[config.mk]
export PLATFORM = sky130hd
export DESIGN_NAME = msi_doorbell_ctrl
export DESIGN_NICKNAME = d
export VERILOG_FILES = /design/src/rtl/msi_doorbell_pkg.sv /design/src/rtl/msi_cfg_regs.sv /design/src/rtl/msi_doorbell_match.sv /design/src/rtl/msi_vector_bank.sv /design/src/rtl/msi_doorbell_ctrl.sv
export SDC_FILE = /design/constraint.sdc
export NUM_CORES = 1
export LEC_CHECK = 0
export ABC_AREA = 1
export BUFFER_PORTS_ARGS = -buffer_cell sky130_fd_sc_hd__buf_2
export CAP_MARGIN = 10
export CORE_MARGIN = 4
export CORE_UTILIZATION = 30
export CTS_CLUSTER_DIAMETER = 80
export DETAILED_ROUTE_END_ITERATION = 8
export PLACE_DENSITY = 0.55
export SYNTH_ARGS = -nofsm -noshare
export SYNTH_HDL_FRONTEND = slang
export SYNTH_SLANG_ARGS = --single-unit
[constraint.sdc]
create_clock -name clk -period 2.7 [get_ports clk]
set_input_delay 0.405 -clock clk [delete_from_list [all_inputs] [get_ports clk]]
set_output_delay 0.405 -clock clk [all_outputs]
set_load 0.01 [all_outputs]
[src/rtl/msi_doorbell_pkg.sv]
package msi_doorbell_pkg;

  // Register port data width.
  localparam int unsigned REG_W = 32;

  // Register offsets. Software drivers decode these, so they are kept fixed.
  localparam logic [11:0] OFS_DB_LO  = 12'h820;
  localparam logic [11:0] OFS_DB_HI  = 12'h824;
  localparam logic [11:0] OFS_ENABLE = 12'h828;
  localparam logic [11:0] OFS_MASK   = 12'h82C;
  localparam logic [11:0] OFS_STATUS = 12'h830;

  typedef enum logic [2:0] {
    SEL_NONE,
    SEL_DB_LO,
    SEL_DB_HI,
    SEL_ENABLE,
    SEL_MASK,
    SEL_STATUS
  } reg_sel_e;

  function automatic reg_sel_e decode_offset(input logic [11:0] ofs);
    case (ofs)
      OFS_DB_LO:  return SEL_DB_LO;
      OFS_DB_HI:  return SEL_DB_HI;
      OFS_ENABLE: return SEL_ENABLE;
      OFS_MASK:   return SEL_MASK;
      OFS_STATUS: return SEL_STATUS;
      default:    return SEL_NONE;
    endcase
  endfunction

endpackage

[src/rtl/msi_cfg_regs.sv]
module msi_cfg_regs
  import msi_doorbell_pkg::*;
#(
  parameter int unsigned CFG_AW  = 12,
  parameter int unsigned ADDR_W  = 64,
  parameter int unsigned NUM_VEC = 32
) (
  input  logic               clk,
  input  logic               rst,
  input  logic [CFG_AW-1:0]  cfg_addr_i,
  input  logic [REG_W-1:0]   cfg_wdata_i,
  input  logic               cfg_we_i,
  input  logic               cfg_re_i,
  output logic [REG_W-1:0]   cfg_rdata_o,
  input  logic [NUM_VEC-1:0] status_i,
  output logic [ADDR_W-1:0]  db_addr_o,
  output logic [NUM_VEC-1:0] enable_o,
  output logic [NUM_VEC-1:0] mask_o,
  output logic [NUM_VEC-1:0] clr_vec_o
);

  localparam int unsigned HALF_W = ADDR_W / 2;

  logic [HALF_W-1:0]  db_lo_q, db_hi_q;
  logic [NUM_VEC-1:0] enable_q, mask_q;
  logic [REG_W-1:0]   rdata_q;
  reg_sel_e           sel;

  always_comb sel = decode_offset(cfg_addr_i[11:0]);

  always_ff @(posedge clk) begin
    if (rst) begin
      db_lo_q  <= '0;
      db_hi_q  <= '0;
      enable_q <= '0;
      mask_q   <= '0;
    end else if (cfg_we_i) begin
      case (sel)
        SEL_DB_LO:  db_lo_q  <= cfg_wdata_i[HALF_W-1:0];
        SEL_DB_HI:  db_hi_q  <= cfg_wdata_i[HALF_W-1:0];
        SEL_ENABLE: enable_q <= cfg_wdata_i[NUM_VEC-1:0];
        SEL_MASK:   mask_q   <= cfg_wdata_i[NUM_VEC-1:0];
        default: ;
      endcase
    end
  end

  // Write-one-to-clear request toward the vector bank.
  always_comb begin
    clr_vec_o = '0;
    if (cfg_we_i && sel == SEL_STATUS) clr_vec_o = cfg_wdata_i[NUM_VEC-1:0];
  end

  always_ff @(posedge clk) begin
    if (rst) begin
      rdata_q <= '0;
    end else if (cfg_re_i) begin
      case (sel)
        SEL_DB_LO:  rdata_q <= REG_W'(db_lo_q);
        SEL_DB_HI:  rdata_q <= REG_W'(db_hi_q);
        SEL_ENABLE: rdata_q <= REG_W'(enable_q);
        SEL_MASK:   rdata_q <= REG_W'(mask_q);
        SEL_STATUS: rdata_q <= REG_W'(status_i);
        default:    rdata_q <= '0;
      endcase
    end
  end

  assign cfg_rdata_o = rdata_q;
  assign db_addr_o   = {db_hi_q, db_lo_q};
  assign enable_o    = enable_q;
  assign mask_o      = mask_q;

  AST_HI_HALF_KEPT: assert property (@(posedge clk) disable iff (rst)
    (cfg_we_i && sel == SEL_DB_LO) |=> $stable(db_hi_q));
  AST_LO_HALF_KEPT: assert property (@(posedge clk) disable iff (rst)
    (cfg_we_i && sel == SEL_DB_HI) |=> $stable(db_lo_q));

endmodule

[src/rtl/msi_doorbell_match.sv]
module msi_doorbell_match #(
  parameter int unsigned ADDR_W  = 64,
  parameter int unsigned DATA_W  = 32,
  parameter int unsigned NUM_VEC = 32
) (
  input  logic [ADDR_W-1:0]   snp_addr_i,
  input  logic [DATA_W-1:0]   snp_data_i,
  input  logic [DATA_W/8-1:0] snp_be_i,
  input  logic                snp_valid_i,
  input  logic [ADDR_W-3:0]   db_word_i,
  input  logic [NUM_VEC-1:0]  enable_i,
  output logic                hit_o,
  output logic [NUM_VEC-1:0]  set_vec_o
);

  logic window_open, word_match, full_access;

  always_comb begin
    window_open = |enable_i;
    word_match  = (snp_addr_i[ADDR_W-1:2] == db_word_i);
    full_access = (&snp_be_i) && (snp_addr_i[1:0] == 2'b00);
    hit_o       = snp_valid_i && window_open && word_match && full_access;
  end

  // Per-vector decode of the data value. Values at or above NUM_VEC match nothing.
  for (genvar v = 0; v < NUM_VEC; v++) begin : g_vec_dec
    assign set_vec_o[v] = hit_o && enable_i[v] && (snp_data_i == DATA_W'(v));
  end

endmodule

[src/rtl/msi_vector_bank.sv]
module msi_vector_bank #(
  parameter int unsigned NUM_VEC = 32
) (
  input  logic               clk,
  input  logic               rst,
  input  logic [NUM_VEC-1:0] set_vec_i,
  input  logic [NUM_VEC-1:0] clr_vec_i,
  input  logic [NUM_VEC-1:0] mask_i,
  output logic [NUM_VEC-1:0] status_o,
  output logic               irq_o
);

  logic [NUM_VEC-1:0] status_q;
  logic               irq_q;

  // A new event takes priority over an acknowledge in the same cycle.
  for (genvar v = 0; v < NUM_VEC; v++) begin : g_pend
    always_ff @(posedge clk) begin
      if (rst)               status_q[v] <= 1'b0;
      else if (set_vec_i[v]) status_q[v] <= 1'b1;
      else if (clr_vec_i[v]) status_q[v] <= 1'b0;
    end
  end

  always_ff @(posedge clk) begin
    if (rst) irq_q <= 1'b0;
    else     irq_q <= |(status_q & ~mask_i);
  end

  assign status_o = status_q;
  assign irq_o    = irq_q;

  AST_W1C_CLEARS: assert property (@(posedge clk) disable iff (rst)
    (status_q & $past(clr_vec_i) & ~$past(set_vec_i)) == '0);
  AST_SET_WINS: assert property (@(posedge clk) disable iff (rst)
    (~status_q & $past(set_vec_i)) == '0);
  AST_IRQ_NEEDS_PENDING: assert property (@(posedge clk) disable iff (rst)
    $rose(irq_q) |-> $past(status_q != '0));

endmodule

[src/rtl/msi_doorbell_ctrl.sv]
module msi_doorbell_ctrl
  import msi_doorbell_pkg::*;
#(
  parameter int unsigned CFG_AW  = 12,
  parameter int unsigned ADDR_W  = 64,
  parameter int unsigned DATA_W  = 32,
  parameter int unsigned NUM_VEC = 32
) (
  input  logic                clk,
  input  logic                rst,
  input  logic [CFG_AW-1:0]   cfg_addr_i,
  input  logic [REG_W-1:0]    cfg_wdata_i,
  input  logic                cfg_we_i,
  input  logic                cfg_re_i,
  output logic [REG_W-1:0]    cfg_rdata_o,
  input  logic [ADDR_W-1:0]   snp_addr_i,
  input  logic [DATA_W-1:0]   snp_data_i,
  input  logic [DATA_W/8-1:0] snp_be_i,
  input  logic                snp_valid_i,
  output logic                snp_hit_o,
  output logic                irq_o
);

  logic [ADDR_W-1:0]  db_addr;
  logic [NUM_VEC-1:0] enable, mask, status, clr_vec, set_vec;
  logic               hit, hit_q;

  msi_cfg_regs #(.CFG_AW(CFG_AW), .ADDR_W(ADDR_W), .NUM_VEC(NUM_VEC)) u_regs (
    .clk        (clk),
    .rst        (rst),
    .cfg_addr_i (cfg_addr_i),
    .cfg_wdata_i(cfg_wdata_i),
    .cfg_we_i   (cfg_we_i),
    .cfg_re_i   (cfg_re_i),
    .cfg_rdata_o(cfg_rdata_o),
    .status_i   (status),
    .db_addr_o  (db_addr),
    .enable_o   (enable),
    .mask_o     (mask),
    .clr_vec_o  (clr_vec)
  );

  msi_doorbell_match #(.ADDR_W(ADDR_W), .DATA_W(DATA_W), .NUM_VEC(NUM_VEC)) u_match (
    .snp_addr_i (snp_addr_i),
    .snp_data_i (snp_data_i),
    .snp_be_i   (snp_be_i),
    .snp_valid_i(snp_valid_i),
    .db_word_i  (db_addr[ADDR_W-1:2]),
    .enable_i   (enable),
    .hit_o      (hit),
    .set_vec_o  (set_vec)
  );

  msi_vector_bank #(.NUM_VEC(NUM_VEC)) u_bank (
    .clk      (clk),
    .rst      (rst),
    .set_vec_i(set_vec),
    .clr_vec_i(clr_vec),
    .mask_i   (mask),
    .status_o (status),
    .irq_o    (irq_o)
  );

  always_ff @(posedge clk) begin
    if (rst) hit_q <= 1'b0;
    else     hit_q <= hit;
  end

  assign snp_hit_o = hit_q;

  AST_HIT_NEEDS_ENABLE: assert property (@(posedge clk) disable iff (rst)
    snp_hit_o |-> $past(enable != '0));
  AST_NEW_BIT_ENABLED: assert property (@(posedge clk) disable iff (rst)
    (status & ~$past(status) & ~$past(enable)) == '0);
  AST_ONE_VECTOR_PER_BEAT: assert property (@(posedge clk) disable iff (rst)
    $onehot0(set_vec));
  AST_HIT_NEEDS_VALID: assert property (@(posedge clk) disable iff (rst)
    snp_hit_o |-> $past(snp_valid_i && (&snp_be_i)));

endmodule

---- Yosys cells after proc, flatten, opt, wreduce, memory -nomap -nowiden ----
Cells that the tools add are included.
cells by class
  muxes and demuxes ....................... 67
  reductions and logical operators ........ 110
  equality and inequality tests ........... 42
  bitwise operators ....................... 2
operators by type and width
  operator                                                          count
  32-bit by 5-bit == test with 1-bit output, second input constant  16
  32-bit by 4-bit == test with 1-bit output, second input constant  8
  32-bit one-hot mux with 5 select lines                            1
  32-bit by 3-bit == test with 1-bit output, second input constant  4
  1-bit logical AND                                                 69
  32-bit by 2-bit == test with 1-bit output, second input constant  2
  1-bit two-way mux                                                 64
  2-bit nonzero test                                                32
  32-bit OR reduction                                               2
  62-bit == test                                                    1
  12-bit == test, second input constant                             5
  32-bit AND                                                        1
  32-bit by 1-bit == test with 1-bit output, second input constant  1
  32-bit logical NOT                                                1
  32-bit two-way mux                                                1
  32-bit inverter                                                   1
  3-bit one-hot mux with 5 select lines                             1
  2-bit AND reduction                                               4
  3-bit by 2-bit == test with 1-bit output, second input constant   2
  3-bit == test, second input constant                              2
  4-bit AND reduction                                               1
  3-bit by 1-bit == test with 1-bit output, second input constant   1
  2-bit logical NOT                                                 1
storage, ports and cells
  logic and storage cells ................. 260
  input bits .............................. 149
  bits in registers ....................... 194
  output and inout bits ................... 34

---- Logic depth before layout (Yosys ltp) ----
Gate-level depths: netlist of run 1.
  depth in word-level cells ............... 7
  mapped depth ............................ 13
  depth with buffers taken out ............ 12

---- Modules after synthesis ----
A second synthesis of run 1 with hierarchy kept.
second synthesis, totals
  cell total of the unflattened synthesis .. 1730
  area total of the unflattened synthesis .. 11254.5 µm²
by module, submodules not included
  module              instances  area an instance (µm²)  sequential area each (µm²)  cells each
  msi_cfg_regs        1          7739.9                  3203.1                      1019
  msi_doorbell_match  1          2042.0                  0.0                         485
  msi_vector_bank     1          1442.6                  660.6                       223
  msi_doorbell_ctrl   1          30.0                    20.0                        3

---- Least setup slack after synthesis of run 1 ----
Ideal clock, no wire load.
  path kind ............................... input to register
  from .................................... input port cfg_addr_i[9]
  to ...................................... register u_regs.enable_q[12], in the netlist u_regs.enable_o[12]
  stages on the path ...................... 5
  buffers on the path ..................... 1
  slack ................................... 0.991 ns
  data required time ...................... 2.554 ns
  setup time .............................. 0.146 ns
  arrival ................................. 1.562 ns
  cell sequence ........................... nor2_1 > nand2_4 > nor4_4 > buf_2 > a211oi_2
between the ends
  word-level cells in the longest chain between the ends .. 4
  elaborated cells between the ends (all ways) .. 8
  classes of those cells .................. eq/ne (6); mux (1); reduce/logical (1)
RTL lines
  what                                        RTL line                 RTL
  start, declared                             msi_doorbell_ctrl.sv:11  input logic [CFG_AW-1:0] cfg_addr_i,
  12-bit == test                              msi_doorbell_pkg.sv:23   case (ofs)
  3-bit one-hot mux with 5 select lines *     msi_doorbell_pkg.sv:23
  3-bit by 2-bit == test with 1-bit output *  msi_cfg_regs.sv:38       case (sel)
  2-bit AND reduction (no line) *             -
  end signal, assigned                        msi_cfg_regs.sv:41       SEL_ENABLE: enable_q <= cfg_wdata_i[NUM_VEC-1:0];
  end, declared                               msi_cfg_regs.sv:25       logic [NUM_VEC-1:0] enable_q, mask_q;
Every way passes the cells marked *; elsewhere a longest branch is shown, timed or not.
A chain may end at the register's enable or synchronous reset.

---- Worst setup path after layout of run 1 ----
  from .................................... register u_regs.db_hi_q[1]
  to ...................................... register u_bank.status_q[0], in the netlist u_bank.status_o[0]
between the ends
  word-level cells in the longest chain between the ends .. 6
  elaborated cells between the ends (all ways) .. 7
  classes of those cells .................. eq/ne (1); mux (1); reduce/logical (5)
RTL lines
  what                                                     RTL line                  RTL
  start, declared                                          msi_cfg_regs.sv:24        logic [HALF_W-1:0] db_lo_q, db_hi_q;
  start signal, assigned                                   msi_cfg_regs.sv:40        SEL_DB_HI: db_hi_q <= cfg_wdata_i[HALF_W-1:0];
  62-bit == test *                                         msi_doorbell_match.sv:20  word_match = (snp_addr_i[ADDR_W-1:2] == db_word_i);
  1-bit logical AND * (2 in a row)                         msi_doorbell_match.sv:22  hit_o = snp_valid_i && window_open && word_match && full_access;
  1-bit logical AND * (2 in a row)                         msi_doorbell_match.sv:27  assign set_vec_o[v] = hit_o && enable_i[v] && (snp_data_i == DATA_W'(v));
  1-bit two-way mux or 2-bit nonzero test (tied branches)  -
  end signal, assigned by index                            msi_vector_bank.sv:19     if (rst) status_q[v] <= 1'b0;
  end signal, assigned by index                            msi_vector_bank.sv:20     else if (set_vec_i[v]) status_q[v] <= 1'b1;
  end signal, assigned by index                            msi_vector_bank.sv:21     else if (clr_vec_i[v]) status_q[v] <= 1'b0;
  end, declared                                            msi_vector_bank.sv:13     logic [NUM_VEC-1:0] status_q;
Marked as above.

==> flow_metrics.py, run 1 <==
metrics = {
    "timing": {
        "tns_ns": 0,
        "finalMaxSlewViolations": 0,
        "hold_violations": 0,
        "fin_crit_sh_pct": 74.5,
        "skew_ns": 0.00953,
        "fmax_mhz": 497,
        "min_period_ns": 2.01,
        "rsz0062_at_grt": "false",
        "tightestPinTransition_ns": 0.624,
        "relSlewSlack_pct": 58.4,
        "setup_viol": 0,
    },
    "routing": {
        "first_pass_iters": 7,
        "vias_per_cell": 5.04,
        "drtAntennaViolNets": 0,
        "drc": 0,
        "drtIter0Drc": 856,
        "totalWireLength_um": 41300,
        "vias": 10937,
        "route.detailed.wl_per_inst_um": 19.0,
    },
    "clock_network": {
        "numCtsBuffers": 17,
        "cts_tree": "yes",
        "clock_latency_ns": 0.44,
        "clock_sink_count": 194,
        "cts_setup_buffers": 0,
        "cts-resized-gates": 0,
        "cts-root-buf": "clkbuf_16",
        "htree_levels": 4,
        "cts.path.max_buffers": 2,
        "cts_hold_buffers": 0,
        "clk_pin_slew_ns": 0.07,
    },
    "run_status": {
        "status": "finished, final reports clean",
    },
    "power": {
        "leakagePower_nw": 4.91,
        "p_per_area_nw_per_um2": 474,
        "p_total_mw": 5.95,
        "ir_drop_mv": 0.365,
    },
    "logic_synthesis": {
        "ys_types": 42,
        "ys_seq_area_share_pct": 36.9,
        "synth_fp_nets": 1693,
        "syn_area_um2": 10500,
        "avgSynthCellArea_um2": 6.81,
        "synth_edf_count": 0,
        "async_reset_ff_share_pct": 0,
        "ys_ff_latch": 194,
        "syn_inst": 1544,
        "yosys_warnings": 0,
        "synthFlopType": "dfxtp_1",
    },
    "final_layout": {
        "final_cell_mix": "nand2_1 (393), nor2_1 (253), dfxtp_1 (194), buf_2 (181), inv_1 (140)",
        "stdcell_count": 2169,
        "syn_to_final_growth_pct": 19.3,
        "layout_commonest_cell": "nand2_1",
        "final_area_um2": 12500,
        "drive_gt1_share_pct": 18.2,
        "fin_nets": 1850,
    },
    "critical_path": {
        "critPathMaxStageDelay_ns": 0.50,
        "worst_setup_path_start_kind": "flip-flop",
        "crit_required_ns": 3.07,
        "worstPathMaxFanout": 32,
        "path_class": "flip-flop to flip-flop",
        "crit_buf_inv": 1,
        "cp_slowest_cell": "xnor2_1",
        "critPathArrivalTime_ns": 2.38,
        "path_cells": "xnor2_1, nand2_1, nor2_1, nand2_1, nor2_1, nand2_1, nor2_2, buf_12, nand3_1, a21oi_1",
        "path_delay_family": "simple AND/OR/NAND/NOR gates",
        "cp_common_cell": "nand2_1",
        "endpoint_kind": "flip-flop",
    },
    "grt": {
        "grt_pass1_wl_um": 61500,
        "grt_pass1_vias": 10100,
        "grt.total_usage_pct": 20.9,
        "grt.overflow.total": 0,
        "grt_start_max_net_pins": 59,
        "antenna_found_initial": 7,
    },
    "floorplan": {
        "dieHeight_um": 195,
        "rows": 68,
        "die_x_um": 195,
        "die_area_um2": 38100,
        "io_pins": 183,
        "core-area_um2": 34500,
        "initial_core_util_pct": 30.4,
    },
    "flow_run": {
        "max_cap_violations": 0,
    },
    "min_path": {
        "hold_path_class": "input pin to flip-flop",
    },
    "placement": {
        "place_congestion": 0.982,
        "port_buffers": 182,
        "dp_cells": 2137,
        "placed_area_um2": 12000,
        "hpwl_um": 32000,
    },
}
==> where the power goes <==
part	switching (mW)	internal (mW)	total [mW]
registers	0.000376	2.86	2.86
logic	0.325	0.153	0.478
clock network	1.15	1.46	2.61
==> metal layers <==
metal  share of wire [%]  wire length [µm]  up-vias  track usage, %
li1                    -                 -     5369               -
met1                  45             18700     5031            29.1
met2                  44             18200      451            32.3
met3                 7.4              3060       74            4.40
met4                 3.0              1220       12            7.03
met5                0.14                56        -               0
==> worst register-to-register path: stages (launching register included) <==
cell,delay (ns)
dfxtp_1,0.34
xnor2_1,0.50
nand2_1,0.11
nor2_1,0.12
nand2_1,0.08
nor2_1,0.09
nand2_1,0.07
nor2_2,0.16
buf_12,0.21
nand3_1,0.13
a21oi_1,0.14
==> final timing paths <==
path	start	endpoint	slack, ns	cells past startpoint
worst max-delay path	u_regs.db_hi_q[1]	u_bank.status_o[0]	0.69	10
worst min-delay path	cfg_wdata_i[13]	u_regs.mask_o[13]	0.24	3
worst max register to register	u_regs.db_hi_q[1]	u_bank.status_o[0]	0.69	10
worst min register to register	u_regs.cfg_rdata_o[5]	u_regs.cfg_rdata_o[5]	0.46	2
==> Yosys cell counts (2+ instances only) <==
cell type	instances	area (µm²)
buf_6	2	22.5
o21ai_0	66	330
or2_2	5	31.3
inv_1	140	526
nand2_1	393	1480
a21oi_1	87	435
buf_4	12	90.1
nand3b_1	9	67.6
nor3_4	4	65.1
buf_2	21	105
a211oi_2	38	475
nand3_1	83	415
nor2_1	255	957
inv_2	4	15.0
xnor2_1	36	315
nor3_1	5	25.0
o21ai_1	10	50.1
o22ai_1	10	62.6
a221oi_1	2	17.5
nand4_1	25	156
xor2_1	3	26.3
nor2_2	2	12.5
clkbuf_1	41	154
nor2_8	2	40.0
a211oi_1	69	518
nor4_1	6	37.5
nor3b_1	4	30.0
nand2_4	2	22.5
dfxtp_1	194	3880
nand3_4	2	35.0
==> area by class of cell <==
cell class | instances | area (µm²)
clock inverters | 7 | 98.8
repair buffers | 216 | 1230
well taps | 455 | 569
flip-flops and latches | 194 | 3880
fillers | 3748 | 22000
multi-input cells | 1128 | 5720
clock buffers | 24 | 492
inverters | 144 | 541
diodes | 1 | 2.50
==> kinds of logic after synthesis <==
group	Yosys count	synth area share, %
AOI/OAI and AO/OA	284	18.1
DFF	194	36.9
and+or+nand+nor	805	33.0
buffers and inverters	222	8.76
xor gates and xnor gates	39	3.25
==> sequential cells by signal (all words and copies together), names as in the netlist <==
name / count
u_bank.irq_o: 1
u_regs.cfg_rdata_o: 32
u_regs.db_lo_q: 32
u_regs.db_hi_q: 32
u_bank.status_o: 32
snp_hit_o: 1
u_regs.enable_o: 32
u_regs.mask_o: 32
==> through the flow <==
stage,hold WS [ns],util [%],setup slack (ns)
finish,0.238,36.3,0.688
global route,0.229,36.3,0.536
CTS,0.222,36.3,0.680
detailed placement,0.453,34.6,0.379
global placement,0.451,34.6,0.421
floorplan,0.449,-,0.991
(Power assumes the default switching activity.)
==> inputs of run 2 (changes only) <==
- clock period: 2.7 -> 2 ns (I/O delays scaled with it)
==> flow_metrics.py, run 2 (synthesis results as in run 1) <==
metrics = {
    "clock_network": {
        "cts.path.max_buffers": 2,
        "cts_hold_buffers": 0,
        "cts-root-buf": "clkbuf_16",
        "clock_sink_count": 194,
        "clock_latency_ns": 0.45,
        "clk_pin_slew_ns": 0.08,
        "htree_levels": 4,
        "cts_tree": "yes",
        "numCtsBuffers": 17,
    },
    "timing": {
        "finalMaxSlewViolations": 0,
        "fmax_mhz": 523,
        "postLayoutSetupSlackWorst_ns": 0.0891,
        "skew_ns": 0.0138,
        "setup_viol": 0,
        "relSlewSlack_pct": 62.6,
        "fin_crit_sh_pct": 95.5,
        "tightestPinTransition_ns": 0.561,
        "hold_violations": 0,
        "rsz0062_at_grt": "false",
        "min_period_ns": 1.91,
        "tns_ns": 0,
        "hold_ws_ns": 0.122,
    },
    "power": {
        "power_frac_comb_pct": 8.5,
        "leakagePower_nw": 5.16,
        "power_switching_mw": 2.16,
        "p_clk_share_pct": 43.5,
        "p_total_mw": 8.05,
        "p_per_area_nw_per_um2": 618,
        "sw_frac_of_total_pct": 26.9,
        "p_int_mw": 5.89,
        "ir_drop_mv": 0.441,
        "seqPwrFrac_pct": 47.9,
    },
    "final_layout": {
        "layout_commonest_cell": "nand2_1",
        "final_area_um2": 13000,
        "syn_to_final_growth_pct": 23.8,
        "drive_gt1_share_pct": 21.2,
        "final_cell_mix": "nand2_1 (392), nor2_1 (250), dfxtp_1 (186), buf_2 (181), inv_1 (139)",
        "stdcell_count": 2199,
        "fin_util_pct": 37.7,
        "fill_cells": 3696,
        "fin_nets": 1879,
    },
    "critical_path": {
        "crit_required_ns": 2.38,
        "path_class": "flip-flop to flip-flop",
        "cp_slowest_cell": "dfxtp_1",
        "worst_setup_path_start_kind": "flip-flop",
        "path_cells": "inv_1, nand2_1, and2_1, nand2_1, nor2_1, nand2_1, nor2_1, nand3_1, nor2_4, buf_12, nand3_1, a21oi_1",
        "path_delay_family": "simple AND/OR/NAND/NOR gates",
        "critPathArrivalTime_ns": 2.29,
        "rrSetupSlack_ns": 0.09,
        "r2r_end": "u_bank.status_o[15]",
        "critPathMaxStageDelay_ns": 0.46,
        "reg2reg_depth": 12,
        "endpoint_kind": "flip-flop",
        "timing.rr.start": "u_regs.db_hi_q[12]",
        "crit_buf_inv": 2,
        "worstPathMaxFanout": 16,
        "cp_common_cell": "nand2_1",
    },
    "grt": {
        "grt_pass1_vias": 10303,
        "grt.total_usage_pct": 21.4,
        "grt.overflow.total": 0,
        "grt_start_max_net_pins": 51,
        "grt_pass1_wl_um": 63000,
        "antenna_found_initial": 4,
    },
    "routing": {
        "totalWireLength_um": 42300,
        "vias": 10918,
        "drtIter0Drc": 1186,
        "drc": 0,
        "drtAntennaViolNets": 0,
        "vias_per_cell": 4.96,
        "route.detailed.wl_per_inst_um": 19.2,
        "first_pass_iters": 5,
    },
    "placement": {
        "dp_cells": 2164,
        "hpwl_um": 32300,
        "place_congestion": 0.920,
        "placed_area_um2": 12300,
        "port_buffers": 182,
        "preCtsSetupSlack_ns": -0.100,
    },
    "min_path": {
        "hold_end": "u_regs.mask_o[15]",
        "hold_path_depth": 3,
        "hp-start": "cfg_wdata_i[15]",
        "hold_path_class": "input pin to flip-flop",
    },
    "floorplan": {
        "dieHeight_um": 195,
        "initial_core_util_pct": 30.4,
        "rows": 68,
        "die_x_um": 195,
        "io_pins": 183,
        "die_area_um2": 38100,
        "core-area_um2": 34500,
    },
    "run_status": {
        "status": "finished, final reports clean",
    },
    "flow_run": {
        "max_cap_violations": 0,
    },
}
==> run 2: changes by cell type in the layout (fill, tap and decap cells not counted), sizes merged <==
cell / previous run / this run
inv: 145 / 150
clkinvlp: 4 / 3
bufinv: 2 / 1
clkbuf: 24 / 19
clkinv: 0 / 4
buf: 216 / 244
==> run 2: how the worst max path moves through the flow <==
stage	from	end	slack (ns)	cells after the start
2_1_floorplan	cfg_addr_i[9]	u_regs.enable_o[12]	0.40	5
3_3_place_gp	snp_addr_i[2]	u_bank.status_o[29]	-0.07	11
3_5_place_dp	snp_addr_i[2]	u_bank.status_o[15]	-0.10	11
4_1_cts	u_regs.db_hi_q[19]	u_bank.status_o[15]	0.07	11
5_1_grt	u_regs.db_hi_q[0]	u_bank.status_o[0]	0.004	11
6_report	u_regs.db_hi_q[12]	u_bank.status_o[15]	0.09	12
==> run 2: routing by layer <==
metal,wire length [µm],GRT usage (%)
met3,3070,3.78
met2,18800,32.9
met1,19500,30.8
met4,902,6.34
met5,30,0
==> run 2: layout make-up <==
cell class	instances	area, µm²	share of cell area [%]
diodes	1	2.50	0.0192
clock buffers	18	439	3.37
inverters	144	541	4.15
clock inverters	14	148	1.13
flip-flops and latches	194	3890	29.9
repair buffers	245	1590	12.2
multi-input cells	1128	5840	44.9
well taps	455	569	4.37
==> run 2: what timing repair did <==
item                                    CTS  global route
pin swaps                                 0             3
endpoints found under the setup margin   31            32
buffers inserted                          0             0
resized for setup                         1            26
cloned                                    0             2
==> run 2: worst reg2reg max path, delay by kind of cell, from the launching register on <==
kind	cells	cell delay [ns]
AO/OA/AOI/OAI	1	0.15
flip-flops	1	0.46
buffers and inverters	2	0.28
AND/OR/NAND/NOR	9	0.97
==> run 2: power by group through the flow <==
| stage | logic (mW) | registers (mW) | clock network (mW) |
|---|---|---|---|
| 2_1_floorplan | 0.281 | 3.95 | 0 |
| 3_3_place_gp | 0.666 | 3.95 | 0 |
| 3_5_place_dp | 0.669 | 3.95 | 0 |
| 4_1_cts | 0.673 | 3.86 | 3.53 |
| 5_1_grt | 0.738 | 3.86 | 3.69 |
| 6_report | 0.687 | 3.86 | 3.50 |
==> inputs of run 3 (changes only) <==
- REMOVE_ABC_BUFFERS: not set -> 1
==> flow_metrics.py, run 3 (synthesis results as in run 1) <==
metrics = {
    "power": {
        "seqPwrFrac_pct": 47.0,
        "p_per_area_nw_per_um2": 636,
        "power_frac_comb_pct": 8.4,
        "power_switching_mw": 2.27,
        "leakagePower_nw": 5.11,
        "ir_drop_mv": 0.645,
        "p_clk_share_pct": 44.6,
        "p_int_mw": 5.94,
        "sw_frac_of_total_pct": 27.7,
    },
    "min_path": {
        "hp-start": "cfg_wdata_i[15]",
        "hold_path_class": "input pin to flip-flop",
    },
    "clock_network": {
        "clock_sink_count": 194,
        "cts_hold_buffers": 0,
        "clock_latency_ns": 0.46,
        "htree_levels": 4,
        "cts.path.max_buffers": 2,
        "clk_pin_slew_ns": 0.09,
        "cts_tree": "yes",
        "cts_setup_buffers": 0,
        "numCtsBuffers": 17,
        "cts-root-buf": "clkbuf_16",
    },
    "floorplan": {
        "die_x_um": 195,
        "io_pins": 183,
        "dieHeight_um": 195,
        "initial_core_util_pct": 30.4,
        "core-area_um2": 34500,
        "die_area_um2": 38100,
        "rows": 68,
    },
    "final_layout": {
        "stdcell_count": 2197,
        "final_area_um2": 12900,
        "multi_input_area_um2": 5750,
        "antenna_cells": 0,
        "fin_nets": 1878,
        "layout_commonest_cell": "nand2_1",
        "drive_gt1_share_pct": 19.9,
        "final_cell_mix": "nand2_1 (393), nor2_1 (252), dfxtp_1 (193), buf_2 (181), inv_1 (140)",
        "syn_to_final_growth_pct": 22.8,
        "fill_cells": 3800,
        "regArea_um2": 3880,
        "fin_util_pct": 37.4,
    },
    "critical_path": {
        "rrSetupSlack_ns": 0.07,
        "critPathMaxStageDelay_ns": 0.35,
        "worstPathMaxFanout": 9,
        "path_delay_family": "simple AND/OR/NAND/NOR gates",
        "path_class": "flip-flop to flip-flop",
        "cp_slowest_cell": "dfxtp_1",
        "timing.rr.start": "u_regs.db_hi_q[16]",
        "startpoint": "u_regs.db_hi_q[16]",
        "crit_buf_inv": 1,
        "worst_setup_path_start_kind": "flip-flop",
        "crit_required_ns": 2.38,
        "path_cells": "xnor2_1, nand2_1, nor2_1, nand2_1, nor2_1, nand3_1, nor2_4, buf_4, nand3_1, a21oi_1",
        "endpoint_kind": "flip-flop",
        "critPathArrivalTime_ns": 2.31,
    },
    "routing": {
        "vias_per_cell": 4.98,
        "vias": 10939,
        "route.detailed.wl_per_inst_um": 19.7,
        "drtAntennaViolNets": 0,
        "first_pass_iters": 7,
        "drc": 0,
        "drtIter0Drc": 941,
        "totalWireLength_um": 43200,
    },
    "placement": {
        "place_congestion": 0.964,
        "placed_area_um2": 12300,
        "hpwl_um": 31400,
        "dp_cells": 2164,
        "preCtsSetupSlack_ns": 0.0651,
        "port_buffers": 182,
    },
    "timing": {
        "skew_ns": 0.0170,
        "postLayoutSetupSlackWorst_ns": 0.0721,
        "tns_ns": 0,
        "finalMaxSlewViolations": 0,
        "tightestPinTransition_ns": 0.556,
        "fmax_mhz": 519,
        "hold_violations": 0,
        "setup_viol": 0,
        "min_period_ns": 1.93,
        "relSlewSlack_pct": 62.9,
        "fin_crit_sh_pct": 96.4,
    },
    "grt": {
        "grt_start_max_net_pins": 65,
        "grt.overflow.total": 0,
        "grt.total_usage_pct": 21.9,
        "grt_pass1_wl_um": 63600,
        "antenna_found_initial": 0,
        "grt_pass1_vias": 10347,
    },
    "run_status": {
        "status": "finished, final reports clean",
    },
    "flow_run": {
        "max_cap_violations": 0,
    },
}
## run 3: changes by cell type in the layout (fill, tap and decap cells not counted), sizes merged
cell      before  now
inv          150  153
clkbuf        19   18
clkinvlp       3    1
clkinv         4    3
diode          1    0
## run 3: final timing paths
| check | end | cells past startpoint |
|---|---|---|
| setup / recovery | u_bank.status_o[27] | 10 |
| hold / removal | u_regs.mask_o[15] | 3 |
| setup reg to reg | u_bank.status_o[27] | 10 |
| hold reg to reg | u_regs.cfg_rdata_o[16] | 2 |
## run 3: power groups by stage
stage	logic (mW)	registers (mW)	clock network (mW)
after floorplan	0.207	3.95	0
after global placement	0.686	3.95	0
after detailed placement	0.686	3.95	0
after CTS	0.688	3.86	3.72
after global routing	0.743	3.86	3.90
final	0.691	3.86	3.66
## run 3: final cells by class
type / count / area share (%)
Timing Repair Buffer: 244 / 12.0
Tap cell: 455 / 4.41
Multi-Input combinational cell: 1128 / 44.5
Sequential cell: 194 / 30.1
Clock buffer: 18 / 3.40
Clock inverter: 14 / 1.40
Inverter: 144 / 4.19
## run 3: worst min-delay path: stages
cell and delay [ns]:
buf_2 0.11, nand3_1 0.07, a21oi_1 0.06
## run 3: repair_timing
action / in CTS / in global routing
hold endpoints to repair: 0 / 0
resized for setup: 0 / 10
endpoints found under the setup margin: 0 / 30
## run 3: per-stage QoR
stage | hold slack [ns] | power (mW)
finish | 0.121 | 8.21
global route | 0.106 | 8.50
CTS | 0.106 | 8.27
detailed placement | 0.454 | 4.64
global placement | 0.452 | 4.64
floorplan | 0.369 | 4.16
## run 3: layer usage
metal	wire [µm]	GRT usage, %	up-vias
met3	2800	4.18	69
met1	19200	29.7	5040
met2	19900	35.3	406
met4	1300	7.14	0
li1	-	-	5424
met5	0	0	-
